===== config.mk =====
export PLATFORM = sky130hd
export DESIGN_NAME = ref_array_builder
export DESIGN_NICKNAME = d
export VERILOG_FILES = /design/src/rtl/ref_array_pkg.sv /design/src/rtl/refb_ctrl.sv /design/src/rtl/refb_window.sv /design/src/rtl/refb_assemble.sv /design/src/rtl/ref_array_builder.sv
export SDC_FILE = /design/constraint.sdc
export NUM_CORES = 2
export LEC_CHECK = 0
export CORE_ASPECT_RATIO = 2
export CORE_MARGIN = 10
export CORE_UTILIZATION = 40
export DETAILED_ROUTE_END_ITERATION = 10
export HOLD_SLACK_MARGIN = 0.08
export MAX_ROUTING_LAYER = met4
export PLACE_DENSITY = 0.66
export SLEW_MARGIN = 20
export SYNTH_ARGS = -nofsm -noshare
export SYNTH_HDL_FRONTEND = slang
export SYNTH_SLANG_ARGS = --single-unit

===== constraint.sdc =====
create_clock -name clk -period 2.03 [get_ports clk]
set_input_delay 0.3045 -clock clk [delete_from_list [all_inputs] [get_ports clk]]
set_output_delay 0.3045 -clock clk [all_outputs]
set_load 0.05 [all_outputs]

===== src/rtl/ref_array_pkg.sv =====
package ref_array_pkg;

    typedef enum logic [1:0] {
        ST_IDLE,
        ST_LOAD,
        ST_READY
    } refb_state_e;

    localparam int unsigned DEF_PIX_W      = 8;
    localparam int unsigned DEF_SIDE_N     = 21;
    localparam int unsigned DEF_RES_N      = 4;
    localparam int unsigned DEF_PPB        = 3;
    localparam int unsigned DEF_LOAD_BEATS = 16;
    localparam int unsigned DEF_MODE_SPLIT = 18;

endpackage


===== src/rtl/refb_ctrl.sv =====
module refb_ctrl
    import ref_array_pkg::*;
#(
    parameter int unsigned LOAD_BEATS = DEF_LOAD_BEATS,
    localparam int unsigned BEAT_W    = $clog2(LOAD_BEATS)
) (
    input  logic              clk,
    input  logic              rst_n,
    input  logic              region_start_i,
    input  logic              load_valid_i,
    input  logic              req_valid_i,
    output logic              ready_o,
    output logic              load_en_o,
    output logic              req_take_o,
    output logic [BEAT_W-1:0] beat_o
);

    refb_state_e      state_q, state_d;
    logic [BEAT_W-1:0] beat_q, beat_d;
    logic              last_beat;

    assign last_beat = (beat_q == BEAT_W'(LOAD_BEATS - 1));

    // state register
    always_ff @(posedge clk or negedge rst_n) begin
        if (!rst_n) begin
            state_q <= ST_IDLE;
            beat_q  <= '0;
        end else begin
            state_q <= state_d;
            beat_q  <= beat_d;
        end
    end

    // next state and beat count
    always_comb begin
        state_d = state_q;
        beat_d  = beat_q;
        unique case (state_q)
            ST_IDLE: begin
                if (region_start_i) begin
                    state_d = ST_LOAD;
                    beat_d  = '0;
                end
            end
            ST_LOAD: begin
                if (region_start_i) begin
                    state_d = ST_LOAD;
                    beat_d  = '0;
                end else if (load_valid_i) begin
                    if (last_beat) begin
                        state_d = ST_READY;
                        beat_d  = '0;
                    end else begin
                        beat_d = beat_q + BEAT_W'(1);
                    end
                end
            end
            ST_READY: begin
                if (region_start_i) begin
                    state_d = ST_LOAD;
                    beat_d  = '0;
                end
            end
            default: begin
                state_d = ST_IDLE;
                beat_d  = '0;
            end
        endcase
    end

    // outputs
    always_comb begin
        ready_o    = 1'b0;
        load_en_o  = 1'b0;
        req_take_o = 1'b0;
        unique case (state_q)
            ST_IDLE: ;
            ST_LOAD: load_en_o = load_valid_i && !region_start_i;
            ST_READY: begin
                ready_o    = 1'b1;
                req_take_o = req_valid_i && !region_start_i;
            end
            default: ;
        endcase
    end

    assign beat_o = beat_q;

endmodule


===== src/rtl/refb_window.sv =====
module refb_window
    import ref_array_pkg::*;
#(
    parameter int unsigned PIX_W      = DEF_PIX_W,
    parameter int unsigned SIDE_N     = DEF_SIDE_N,
    parameter int unsigned PPB        = DEF_PPB,
    parameter int unsigned LOAD_BEATS = DEF_LOAD_BEATS,
    localparam int unsigned BEAT_W    = $clog2(LOAD_BEATS),
    localparam int unsigned WIN_N     = 2 * SIDE_N
) (
    input  logic                          clk,
    input  logic                          rst_n,
    input  logic                          load_en_i,
    input  logic [BEAT_W-1:0]             beat_i,
    input  logic [PPB*PIX_W-1:0]          load_pix_i,
    output logic [SIDE_N-1:0][PIX_W-1:0]  above_o,
    output logic [SIDE_N-1:0][PIX_W-1:0]  left_o
);

    logic [PPB-1:0][PIX_W-1:0] lane_pix;
    logic [WIN_N-1:0][PIX_W-1:0] win_q;

    for (genvar l = 0; l < PPB; l++) begin : g_lane
        assign lane_pix[l] = load_pix_i[l*PIX_W +: PIX_W];
    end

    always_ff @(posedge clk or negedge rst_n) begin
        if (!rst_n) begin
            win_q <= '0;
        end else if (load_en_i) begin
            for (int r = 0; r < int'(WIN_N); r++) begin
                if (beat_i == BEAT_W'(r / int'(PPB))) begin
                    win_q[r] <= lane_pix[r % int'(PPB)];
                end
            end
        end
    end

    assign above_o = win_q[SIDE_N-1:0];
    assign left_o  = win_q[WIN_N-1:SIDE_N];

endmodule


===== src/rtl/refb_assemble.sv =====
module refb_assemble
    import ref_array_pkg::*;
#(
    parameter int unsigned PIX_W      = DEF_PIX_W,
    parameter int unsigned SIDE_N     = DEF_SIDE_N,
    parameter int unsigned RES_N      = DEF_RES_N,
    parameter int unsigned MODE_SPLIT = DEF_MODE_SPLIT,
    parameter int unsigned MODE_W     = 6,
    parameter int unsigned ANG_W      = 6,
    parameter int unsigned INV_W      = 13,
    localparam int unsigned REF_N     = SIDE_N + RES_N,
    localparam int unsigned IDX_W     = $clog2(SIDE_N)
) (
    input  logic                           clk,
    input  logic                           rst_n,
    input  logic                           take_i,
    input  logic [MODE_W-1:0]              mode_i,
    input  logic signed [ANG_W-1:0]        angle_i,
    input  logic signed [INV_W-1:0]        inv_i,
    input  logic [SIDE_N-1:0][PIX_W-1:0]   above_i,
    input  logic [SIDE_N-1:0][PIX_W-1:0]   left_i,
    output logic                           valid_o,
    output logic [REF_N*PIX_W-1:0]         ref_o
);

    // projected position on the opposite side for reserved slot -k
    function automatic logic [IDX_W-1:0] proj_idx(input int k, input logic signed [INV_W-1:0] inv);
        int t;
        t = 128 - k * int'(inv);
        t = t >>> 8;
        if (t < 0) t = 0;
        if (t > int'(SIDE_N) - 1) t = int'(SIDE_N) - 1;
        return IDX_W'(t);
    endfunction

    logic                            use_above;
    logic                            neg_angle;
    logic [SIDE_N-1:0][PIX_W-1:0]    main_side;
    logic [SIDE_N-1:0][PIX_W-1:0]    other_side;
    logic [REF_N-1:0][PIX_W-1:0]     ref_d;
    logic [REF_N*PIX_W-1:0]          ref_q;
    logic                            valid_q;

    assign use_above  = (mode_i >= MODE_W'(MODE_SPLIT));
    assign neg_angle  = angle_i[ANG_W-1];
    assign main_side  = use_above ? above_i : left_i;
    assign other_side = use_above ? left_i  : above_i;

    for (genvar i = 0; i < SIDE_N; i++) begin : g_main
        assign ref_d[RES_N + i] = main_side[i];
    end

    for (genvar k = 1; k <= RES_N; k++) begin : g_res
        logic [IDX_W-1:0] idx;
        assign idx = proj_idx(k, inv_i);
        assign ref_d[RES_N - k] = neg_angle ? other_side[idx] : main_side[0];
    end

    always_ff @(posedge clk or negedge rst_n) begin
        if (!rst_n) begin
            valid_q <= 1'b0;
            ref_q   <= '0;
        end else begin
            valid_q <= take_i;
            if (take_i) begin
                ref_q <= ref_d;
            end
        end
    end

    assign valid_o = valid_q;
    assign ref_o   = ref_q;

endmodule


===== src/rtl/ref_array_builder.sv =====
module ref_array_builder
    import ref_array_pkg::*;
#(
    parameter int unsigned PIX_W      = DEF_PIX_W,
    parameter int unsigned SIDE_N     = DEF_SIDE_N,
    parameter int unsigned RES_N      = DEF_RES_N,
    parameter int unsigned PPB        = DEF_PPB,
    parameter int unsigned LOAD_BEATS = DEF_LOAD_BEATS,
    parameter int unsigned MODE_SPLIT = DEF_MODE_SPLIT,
    parameter int unsigned MODE_W     = 6,
    parameter int unsigned ANG_W      = 6,
    parameter int unsigned INV_W      = 13,
    localparam int unsigned REF_N     = SIDE_N + RES_N,
    localparam int unsigned BEAT_W    = $clog2(LOAD_BEATS)
) (
    input  logic                     clk,
    input  logic                     rst_n,
    input  logic                     region_start_i,
    input  logic                     load_valid_i,
    input  logic [PPB*PIX_W-1:0]     load_pix_i,
    input  logic                     req_valid_i,
    input  logic [MODE_W-1:0]        req_mode_i,
    input  logic signed [ANG_W-1:0]  req_angle_i,
    input  logic signed [INV_W-1:0]  req_inv_i,
    output logic                     ready_o,
    output logic                     ref_valid_o,
    output logic [REF_N*PIX_W-1:0]   ref_o
);

    logic                          load_en;
    logic                          req_take;
    logic [BEAT_W-1:0]             beat;
    logic [SIDE_N-1:0][PIX_W-1:0]  above_side;
    logic [SIDE_N-1:0][PIX_W-1:0]  left_side;

    refb_ctrl #(
        .LOAD_BEATS (LOAD_BEATS)
    ) u_ctrl (
        .clk            (clk),
        .rst_n          (rst_n),
        .region_start_i (region_start_i),
        .load_valid_i   (load_valid_i),
        .req_valid_i    (req_valid_i),
        .ready_o        (ready_o),
        .load_en_o      (load_en),
        .req_take_o     (req_take),
        .beat_o         (beat)
    );

    refb_window #(
        .PIX_W      (PIX_W),
        .SIDE_N     (SIDE_N),
        .PPB        (PPB),
        .LOAD_BEATS (LOAD_BEATS)
    ) u_window (
        .clk        (clk),
        .rst_n      (rst_n),
        .load_en_i  (load_en),
        .beat_i     (beat),
        .load_pix_i (load_pix_i),
        .above_o    (above_side),
        .left_o     (left_side)
    );

    refb_assemble #(
        .PIX_W      (PIX_W),
        .SIDE_N     (SIDE_N),
        .RES_N      (RES_N),
        .MODE_SPLIT (MODE_SPLIT),
        .MODE_W     (MODE_W),
        .ANG_W      (ANG_W),
        .INV_W      (INV_W)
    ) u_assemble (
        .clk     (clk),
        .rst_n   (rst_n),
        .take_i  (req_take),
        .mode_i  (req_mode_i),
        .angle_i (req_angle_i),
        .inv_i   (req_inv_i),
        .above_i (above_side),
        .left_i  (left_side),
        .valid_o (ref_valid_o),
        .ref_o   (ref_o)
    );

endmodule


==> results by group <==
Cells and area
  – Commonest non-fill, non-tap cell in the layout: buf_4
  – Nets: 4,959
  – # fillers: 6,778
  – Most frequent cells in the layout: 1,010 x buf_4, 644 x nand2_1, 543 x dfrtp_1
  – Post-layout util: 0.641
  – Syn-to-layout area delta: 58.7%
  – Layout cells sized above 1: 0.492

Global route
  – Initial antenna violation count: 10
  – First-pass GRT wire length: about 260,000 um
  – Largest net degree at the start of global routing: 99
  – GRT Resource Usage Total: 0.398
  – Grt ovf: 0
  – Number of global-route vias before repair: 35.9k

Clock tree
  – CTS max path bufs: 3
  – CTS tree: yes
  – Worst skew pair latency: about 0.66 ns
  – Sink Count: 543
  – Clock Tree Root: clkbuf_16
  – CTS Buf Count: 50
  – H-tree levels: 2
  – Clock transition at the registers of the reported paths: 0.07 ns

Worst setup path
  – WS Path Type: input port to flip-flop
  – Crit Path Max Fanout: 6
  – Critical Path AT: 4.26 ns
  – Top cell family by delay on the critical path: compound AO/OA/AOI/OAI gates
  – Worst endpoint required time: 2.61 ns
  – Buf/Inv on CP: 10
  – Startpoint types: input port
  – Crit path cell chain: buf_12 -> inv_16 -> ha_4 -> inv_2 -> ha_4 -> ha_4 -> buf_6 -> o311a_4 -> buf_6 -> nor4b_4 -> a2111oi_4 -> buf_4 -> o2bb2ai_4 -> and3_4 -> buf_12 -> buf_12 -> buf_4 -> buf_6 -> mux2i_2 -> o22ai_2 -> a211oi_4 -> nor3_4 -> nor2_1
  – Type of destination of the critical path: flip-flop
  – Max stage delay on crit path: between 0.3 and 0.4 ns
  – Master of the slowest instance on the critical path: o311a_4

Logic synthesis
  – Post-synth EDFFs: 0
  – Avg Inst Size Synth: 9.03 um^2
  – Synth Cell Area: 32,900 um^2
  – Yosys cell types: 88
  – Post-synth net total: ~3.7k
  – Gate Count Post-Synth: 3,648
  – Synth Register Bits: 543
  – Synth warn: 0
  – Most common flop cell mapped by yosys: dfrtp_1
  – Sequential-to-total area share from yosys stat: 0.413
  – Fraction of registers with async set/reset: 1.00

STA
  – Final setup viols: 32
  – Max-slew violation count: 0
  – Final hold slack: 0.279 ns
  – Slew HR: 0.408
  – Fin worst setup slack: -1.65 ns
  – RSZ-0062 raised after global routing: yes
  – Final Hold Vio Count: 0
  – Max Freq: roughly 270 MHz
  – Worst-Margin Slew: 0.863 ns
  – Worst Skew: 0.0381 ns
  – Min Clock Period, post-route: 3.68 ns
  – Period utilization: 1.81

Flow run
  – Max cap viols: 0

Place
  – I/O Buffers: 249
  – Post-DP HPWL: 143,000 um
  – RePlAce Congestion: 1.13

Power and ir drop
  – Maximum resistive drop on vdd: 1.12 mV
  – PwrDens: 993 nW/um^2
  – Lkg Pwr: 0.0243 uW

Run status
  – Failing checks: setup timing
  – Status: finished, violations left

Min path
  – Min-Delay Path Class: input port to asynchronous set/reset pin

Route
  – DR pass1 iterations: 8
  – DRC viols: 0
  – DR vias/cell: 6.08
  – Total Wirelength: 192,000 um
  – Post-DR wirelength/cell: 32.2 um
  – Initial DRC count: 3,910
  – Via count: 36.2k
  – Final ANT Viol Nets: 0

Floorplanning
  – Core ar.: between 80,000 and 90,000 um^2
  – Floorplan row count: 148
  – Starting Density: 0.404
  – Die width: 223 um
  – Die Area: around 95,000 um^2
  – Num ports: 256
  – Die Height: 426 um
Yosys cell counts (8+ instances only):
library cell,n,area (um^2)
nand4_1,17,106
a2111oi_0,8,70.1
nand2_1,838,3150
xnor2_1,16,140
nor2b_1,11,68.8
ha_1,47,588
o22ai_1,25,156
o21ai_1,8,40.0
a21o_1,16,120
a21oi_1,173,866
o21ai_0,90,450
nor3_1,39,195
buf_1,35,131
and2_1,13,81.3
nand2b_1,11,68.8
clkbuf_1,194,728
dfrtp_1,543,13600
inv_1,34,128
buf_2,58,290
a31oi_1,214,1340
o221ai_1,9,78.8
o2111ai_1,8,70.1
nand3_1,109,546
o21a_1,8,60.1
o211ai_1,25,188
a221oi_1,8,70.1
mux2_2,349,3930
mux4_2,40,901
a311oi_1,16,140
and3_1,36,225
o32ai_1,8,70.1
mux2i_1,170,1700
a211oi_1,59,443
nor2_1,291,1090
kinds of logic (layout without fill, tap and decap cells):
group	after synthesis	after routing	synth area share
adders and majority gates	47	47	0.0179
and+or+nand+nor	1401	1402	0.177
other	0	12	0
muxes	559	559	0.198
buffers and inverters	331	1580	0.0413
AOI/OAI and AO/OA	750	750	0.148
DFF	543	543	0.413
xor gates and xnor gates	17	17	0.00452
final cells by class:
cell class                      count  area (um^2)  share of cell area
Timing Repair Buffer             1453        13800               0.265
Antenna cell                       12         30.0            0.000575
Clock inverter                     31          428             0.00819
Multi-Input combinational cell   2775        21500               0.412
Clock buffer                       61         1380              0.0265
Inverter                           35          169             0.00323
Tap cell                         1050         1310              0.0251
Sequential cell                   543        13600               0.260
state kept, by name (all words and copies together), names as in the netlist:
name	flops
u_assemble.valid_o	1
u_ctrl.beat_o	4
u_window.above_o	168
u_assemble.ref_o	200
u_window.left_o	168
u_ctrl.state_q	2
metrics by stage:
| step | setup WS, ns | power (uW) | instance area (um^2) | TNS [ns] | cells |
|---|---|---|---|---|---|
| floorplan | -1.68 | 28000 | 34500 | -59.00 | 3648 |
| global placement | -2.98 | 38900 | 45100 | -198.01 | 5661 |
| detailed placement | -3.03 | 39100 | 45100 | -212.76 | 5661 |
| CTS | -1.59 | 50700 | 50100 | -39.41 | 5866 |
| global route | -1.70 | 53500 | 52200 | -40.29 | 5953 |
| finish | -1.65 | 51900 | 52200 | -37.70 | 5960 |
path summary, 6_finish.rpt:
path	from	end	slack (ns)	depth (start not counted)
worst max-delay path	req_inv_i[4]	u_assemble.ref_o[15]$_DFFE_PN0P_	-1.65	23
worst min-delay path	rst_n	u_window.above_o[107]$_DFFE_PN0P_	0.28	2
worst max register to register	u_window.left_o[7]$_DFFE_PN0P_	u_assemble.ref_o[7]$_DFFE_PN0P_	-0.21	8
max in group asynchronous	rst_n	u_window.left_o[32]$_DFFE_PN0P_	0.98	3
worst min register to register	u_window.left_o[104]$_DFFE_PN0P_	u_window.left_o[104]$_DFFE_PN0P_	0.53	1
min in group clk	region_start_i	u_ctrl.beat_o[1]$_DFFE_PN0P_	0.40	3
what timing repair did:
item / in CTS / in global routing
endpoints found under the setup margin: 143 / 158
resized for setup: 610 / 322
buffers inserted: 123 / 107
gates cloned: 10 / 9
hold buffers: 1 / 0
pin swaps: 172 / 200
endpoints found under the hold margin: 30 / 0
metal layers:
layer  vias to the layer above  track usage  wire length (um)
li1                      15500            -                 -
met1                     18100        0.406             65000
met2                      1889        0.653             92300
met4                         0        0.355             21900
met5                         -            -                 0
met3                       767       0.0664             12800
where the power goes:
part / switching (uW) / internal [uW] / total, uW / leakage (uW)
clock: 4780 / 5940 / 10700 / 0.000900
combinational: 16200 / 9610 / 25800 / 0.0162
sequential: 2030 / 13300 / 15400 / 0.00716
Power figures use the tool's default switching activity.
